===== config.mk =====
export PLATFORM = sky130hd
export DESIGN_NAME = dl_blank_gen
export DESIGN_NICKNAME = d
export VERILOG_FILES = /design/src/rtl/dl_pkt_pkg.sv /design/src/rtl/dl_hdr_ecc.sv /design/src/rtl/dl_crc16.sv /design/src/rtl/dl_blank_gen.sv
export SDC_FILE = /design/constraint.sdc
export NUM_CORES = 1
export LEC_CHECK = 0
export BUFFER_PORTS_ARGS = -buffer_cell sky130_fd_sc_hd__clkbuf_2
export CORE_MARGIN = 10
export CORE_UTILIZATION = 24
export DETAILED_ROUTE_END_ITERATION = 7
export PLACE_DENSITY = 0.5
export SETUP_SLACK_MARGIN = 0.02
export SLEW_MARGIN = 20
export SYNTH_ARGS = -nofsm -noshare
export SYNTH_HDL_FRONTEND = slang
export SYNTH_SLANG_ARGS = --single-unit

===== constraint.sdc =====
create_clock -name clk -period 2.1 [get_ports clk]
set_input_delay 0.105 -clock clk [delete_from_list [all_inputs] [get_ports clk]]
set_output_delay 0.105 -clock clk [all_outputs]
set_load 0.02 [all_outputs]

===== src/rtl/dl_pkt_pkg.sv =====
package dl_pkt_pkg;

  localparam int HDR_BITS = 24;
  localparam int ECC_BITS = 6;

  typedef enum logic [2:0] {
    ST_IDLE,
    ST_HDR,
    ST_PAY,
    ST_CRC_LO,
    ST_CRC_HI
  } seq_state_t;

  // coverage mask of each parity bit over the 24 header bits
  function automatic logic [HDR_BITS-1:0] ecc_mask(input int k);
    case (k)
      0:       ecc_mask = 24'hF12CB7;
      1:       ecc_mask = 24'hF2555B;
      2:       ecc_mask = 24'h749A6D;
      3:       ecc_mask = 24'hB8E38E;
      4:       ecc_mask = 24'hDF03F0;
      default: ecc_mask = 24'hEFFC00;
    endcase
  endfunction

  // one byte through a reflected CRC, lsb first
  function automatic logic [15:0] crc_byte(input logic [15:0] crc_in,
                                           input logic [7:0]  din,
                                           input logic [15:0] poly);
    logic [15:0] c;
    c = crc_in;
    for (int b = 0; b < 8; b++) begin
      if (c[0] ^ din[b]) c = (c >> 1) ^ poly;
      else               c = c >> 1;
    end
    return c;
  endfunction

endpackage


===== src/rtl/dl_hdr_ecc.sv =====
module dl_hdr_ecc
  import dl_pkt_pkg::*;
(
  input  logic [HDR_BITS-1:0] hdr,
  output logic [7:0]          ecc
);

  genvar k;
  generate
    for (k = 0; k < ECC_BITS; k++) begin : g_par
      assign ecc[k] = ^(hdr & ecc_mask(k));
    end
  endgenerate

  assign ecc[7:ECC_BITS] = '0;

endmodule


===== src/rtl/dl_crc16.sv =====
module dl_crc16
  import dl_pkt_pkg::*;
#(
  parameter logic [15:0] POLY = 16'h8408,
  parameter logic [15:0] INIT = 16'hFFFF
) (
  input  logic        clk,
  input  logic        rst,
  input  logic        clear,
  input  logic        en,
  input  logic [7:0]  din,
  output logic [15:0] crc
);

  always_ff @(posedge clk) begin
    if (rst || clear) crc <= INIT;
    else if (en)      crc <= crc_byte(crc, din, POLY);
  end

endmodule


===== src/rtl/dl_blank_gen.sv =====
module dl_blank_gen
  import dl_pkt_pkg::*;
#(
  parameter int          WC_W     = 16,
  parameter int          DT_W     = 6,
  parameter int          VC_W     = 2,
  parameter logic [15:0] CRC_POLY = 16'h8408,
  parameter logic [15:0] CRC_INIT = 16'hFFFF
) (
  input  logic            clk,
  input  logic            rst,
  input  logic            start,
  input  logic            long_pkt,
  input  logic [DT_W-1:0] data_type,
  input  logic [VC_W-1:0] vchan,
  input  logic [WC_W-1:0] word_cnt,
  input  logic [7:0]      pad_byte,
  output logic [7:0]      out_byte,
  output logic            out_valid,
  output logic            out_last,
  output logic            busy
);

  localparam int WORD_W = HDR_BITS + 8;

  seq_state_t         state;
  logic [WORD_W-1:0]  hdr_q;
  logic [HDR_BITS-1:0] hdr_bits;
  logic [7:0]         ecc;
  logic [WORD_W-1:0]  hdr_word;
  logic               long_q;
  logic [7:0]         pad_q;
  logic [WC_W-1:0]    rem_q;
  logic [1:0]         idx_q;
  logic [15:0]        crc;
  logic               accept;

  assign hdr_bits = {word_cnt, vchan, data_type};
  assign hdr_word = {ecc, hdr_bits};
  assign accept   = (state == ST_IDLE) && start;
  assign busy     = (state != ST_IDLE);

  dl_hdr_ecc u_ecc (
    .hdr (hdr_bits),
    .ecc (ecc)
  );

  dl_crc16 #(.POLY(CRC_POLY), .INIT(CRC_INIT)) u_crc (
    .clk   (clk),
    .rst   (rst),
    .clear (accept),
    .en    (state == ST_PAY),
    .din   (pad_q),
    .crc   (crc)
  );

  always_ff @(posedge clk) begin
    if (rst) begin
      state     <= ST_IDLE;
      hdr_q     <= '0;
      long_q    <= 1'b0;
      pad_q     <= '0;
      rem_q     <= '0;
      idx_q     <= '0;
      out_byte  <= '0;
      out_valid <= 1'b0;
      out_last  <= 1'b0;
    end else begin
      out_valid <= 1'b0;
      out_last  <= 1'b0;
      case (state)
        ST_IDLE: begin
          if (start) begin
            hdr_q     <= hdr_word;
            long_q    <= long_pkt;
            pad_q     <= pad_byte;
            rem_q     <= word_cnt;
            out_byte  <= hdr_word[7:0];
            out_valid <= 1'b1;
            idx_q     <= 2'd1;
            state     <= ST_HDR;
          end
        end
        ST_HDR: begin
          out_byte  <= hdr_q[{idx_q, 3'b000} +: 8];
          out_valid <= 1'b1;
          idx_q     <= idx_q + 2'd1;
          if (idx_q == 2'd3) begin
            if (!long_q) begin
              out_last <= 1'b1;
              state    <= ST_IDLE;
            end else if (rem_q == '0) begin
              state <= ST_CRC_LO;
            end else begin
              state <= ST_PAY;
            end
          end
        end
        ST_PAY: begin
          out_byte  <= pad_q;
          out_valid <= 1'b1;
          rem_q     <= rem_q - 1'b1;
          if (rem_q == {{(WC_W-1){1'b0}}, 1'b1}) state <= ST_CRC_LO;
        end
        ST_CRC_LO: begin
          out_byte  <= crc[7:0];
          out_valid <= 1'b1;
          state     <= ST_CRC_HI;
        end
        ST_CRC_HI: begin
          out_byte  <= crc[15:8];
          out_valid <= 1'b1;
          out_last  <= 1'b1;
          state     <= ST_IDLE;
        end
        default: state <= ST_IDLE;
      endcase
    end
  end

endmodule


==> impl_summary.txt <==
----------------------------------------------------
[Detailed routing]
  Routed length per placed instance ... 17.1 µm
  Top routing layer in use ... met4
  Vias after detailed routing ... about 4000
  DRT antenna net count ... 0
  Detail Route met3 WL ... 878 µm
  # DRC ... 0
  WL met2 ... 6300 µm
  Count of routing violations after the opening detailed-route iteration ... 258
  Wl on met1 ... ~6700 µm
  Iteration count of the initial detailed-routing pass ... 4
  Vias per inst ... roughly 4.8
  Detailed-route wire length ... 14100 µm

[Power]
  Highest ir drop seen on vdd ... 0.475 mV
  Leakage power total ... around 2 nW
  Overall power of the completed layout ... 0.00447 W
  P per Cell Area ... 821 mW/mm²

[STA]
  Maximum clock skew at final layout ... ~0.0086 ns
  Fraction of the cycle the final worst path needs ... 0.963
  RSZ-0062 raised after global routing ... true
  Number of failing setup endpoints in the final timing report ... 0
  Maximum frequency from static timing analysis ... 495 MHz
  Headroom to the max-slew limit ... 0.472
  Worst Max-Slew Pin Slew ... 0.789 ns
  Final-layout setup total negative slack ... 0 ns
  Final-report hold violation count ... 0
  Period minus WS final ... 2.02 ns
  Number of pins exceeding their max-slew limit in the final report ... 0
  Smallest hold slack ... 0.0428 ns

[Synth]
  Library cells used by synthesis ... 52
  Mapped Avg Cell Area ... 8.32 µm²
  Post-synth EDFFs ... 0
  Cell types with the largest area share after synthesis ... dfxtp_1 38%, xnor2_1 12%, nand2_1 9.4%, a21oi_1 5.2%, o211ai_1 3.0%
  Dominant synthesized flop cell ... dfxtp_1
  Share of synthesized area occupied by flip-flops and latches ... 0.383
  Leading cell types by count after synthesis ... 112 x nand2_1, 86 x dfxtp_1, 62 x xnor2_1
  Synthesized Nets ... 579
  FF+latch count, synth ... 86
  Synth area leader ... dfxtp_1
  Warnings, synthesis ... 0
  Most frequent cell after synthesis ... nand2_1
  Synthesized instance count ... 540
  Synth async-reset ratio ... 0
  Synth Cell Area ... 0.00449 mm²
  Area fraction of the dominant cell type after synthesis ... 0.383

[Clocking]
  Clk Latency, worst-skew pair ... approximately 0.35 ns
  Clock tree from TritonCTS ... built
  Number of buffers on the longest clock path ... 2
  Clock-pin slew of the registers on the worst-case setup and hold paths ... 0.07 ns
  Buffer count from post-CTS setup fixing ... 0
  CTS Root Buffer Type ... clkbuf_16
  # clock sinks ... 86
  CTS HTree Levels ... 3
  Total CTS buffers ... 9

[Setup path]
  Arrival time at the worst endpoint ... 2.25 ns
  CP Class ... flop to flop
  CP startpoint kind ... flop
  Capturing element type of the critical path ... flop
  Critical path peak fanout ... 13
  Slack of the worst reg-to-reg path ... 0.08 ns
  Capturing instance or port of the critical path ... out_byte[7]
  RR Endpoint ... out_byte[7]
  Worst-case reg-to-reg path depth ... 4
  Worst flop-to-flop path startpoint ... state[1]
  Critical Path RT ... 2.33 ns
  Critical path origin ... state[1]

[Cells and area]
  Final design instance area without fill ... 0.00545 mm²
  Sequential cell area ... 0.00172 mm²
  Area of combinational cells with multiple inputs ... 0.00259 mm²
  Total Nets Final ... ~630
  Final design utilization ... 0.299
  Filler cells ... around 1900
  Area growth from synthesis to layout ... 21.2%
  Share of final-layout standard cells stronger than drive strength 1 ... 0.155

[Placed design]
  Detailed-placement wirelength estimate ... between 10000 and 15000 µm
  Global placer's final weighted congestion ... 0.855
  Port Buffer Count ... 46
  Cell area after placement ... 0.00502 mm²

[Hold path]
  Hold Path Class ... primary input to flop

[GRT]
  Wire length of the first global-routing pass ... approximately 22000 µm
  GRT overflow ... 0
  Largest net degree at the start of global routing ... 64
  Number of global-route vias before repair ... between 3000 and 4000
  Tot GR Track Use ... 0.114
  Number of antenna violations at the first check in global routing ... 1

[Floorplanning]
  Floorplan die width ... roughly 160 µm
  Standard cell core area ... 0.0182 mm²
  Die Footprint ... 0.0246 mm²
  Die Y ... roughly 160 µm
  Effective utilization at floorplan ... 0.247
  Top Ports ... 47
  Row Count ... 49

[Run status]
  Result of the run ... finished, final reports clean

[Run]
  # Max-Cap Violations ... 0

----------------------------------------------------
## metal layers
metal / track usage / vias to the layer above
met2: 0.174 / 114
li1: - / 1970
met4: 0.0270 / 0
met3: 0.0376 / 13
met1: 0.151 / 1888
met5: 0 / -
## logic make-up (layout without fill, tap and decap cells)
logic type	after synthesis	in the layout	synth area share
buffers and inverters	42	95	0.0406
XOR/XNOR	74	74	0.144
other	0	1	0
AND/OR/NAND/NOR	192	192	0.192
multiplexers	15	15	0.0521
AO/OA/AOI/OAI	128	128	0.179
flip-flops	86	86	0.383
adder cells (fa/ha/maj)	3	3	0.00835
## layout make-up
type | instances | area share
timing repair buffer | 71 | 0.0877
antenna | 1 | 0.000459
tap | 229 | 0.0526
inverter | 8 | 0.00551
multi-input combinational | 412 | 0.476
clock inverter | 5 | 0.0149
sequential | 86 | 0.316
clock buffer | 11 | 0.0464
## repair_timing
action | in CTS | in global routing
hold buffers | 9 | 0
gates resized for setup | 0 | 4
endpoints found under the hold margin | 9 | 0
setup endpoints to repair | 0 | 5
## critical path, stage by stage (launching register included)
cell and delay, ns:
dfxtp_1 0.42, nor2_1 0.65, a221oi_1 0.22, a222oi_1 0.48
o21ai_0 0.12
## state kept, by name, summed over array words and instances, names as in the netlist
register   flops
out_byte       8
pad_q          8
u_crc.crc     16
idx_q          2
rem_q         16
state          3
out_last       1
long_q         1
hdr_q         30
out_valid      1
## worst min path at each step
stage | cells past startpoint | slack (ns) | end | startpoint
after floorplan | 2 | 0.24 | hdr_q[0] | data_type[0]
after global placement | 3 | 0.34 | long_q | long_pkt
after detailed placement | 3 | 0.34 | pad_q[7] | pad_byte[7]
after CTS | 3 | 0.03 | hdr_q[18] | word_cnt[10]
after global routing | 3 | 0.06 | hdr_q[6] | vchan[0]
final | 3 | 0.04 | hdr_q[18] | word_cnt[10]
## placed cells by master (no fill, tap or decap), drive strengths merged, types with 2 or more instances in the layout
master       netlist  final
nand2            113    113
a31oi              9      9
xor2              12     12
o31ai              2      2
nor4               2      2
bufinv             0      2
a21oi             47     47
ha                 3      3
and2               2      2
xnor2             62     62
and3               3      3
nand3             13     13
mux2i              8      8
nand3b             2      2
nor2              22     22
a2111oi            5      5
nand2b             4      4
dlygate4sd3        0      9
nor3b              2      2
mux4               6      6
or3                3      3
nor3              13     13
dfxtp             86     86
buf               11     16
inv                8      8
nand4              2      2
clkbuf            23     57
nor2b              9      9
o22ai              3      3
clkinv             0      2
a221o              5      5
o21ai             21     21
o211ai            18     18
a211oi             6      6
o21a               5      5
## metrics by stage
stage | setup slack (ns) | std cells
after global placement | 0.137 | 797
after global routing | -0.0143 | 822
final | 0.0782 | 823
after floorplan | 0.376 | 540
after detailed placement | 0.133 | 797
after CTS | 0.117 | 822
## power by group
| part | leakage, nW | total [W] | internal, W | switching [W] |
|---|---|---|---|---|
| sequential | 0.706 | 0.00183 | 0.00174 | 0.0000900 |
| clock | 0.162 | 0.00178 | 0.00111 | 0.000671 |
| combinational | 1.19 | 0.000867 | 0.000395 | 0.000472 |
| total | 2.06 | 0.00447 | 0.00324 | 0.00123 |
(Power assumes the default switching activity.)
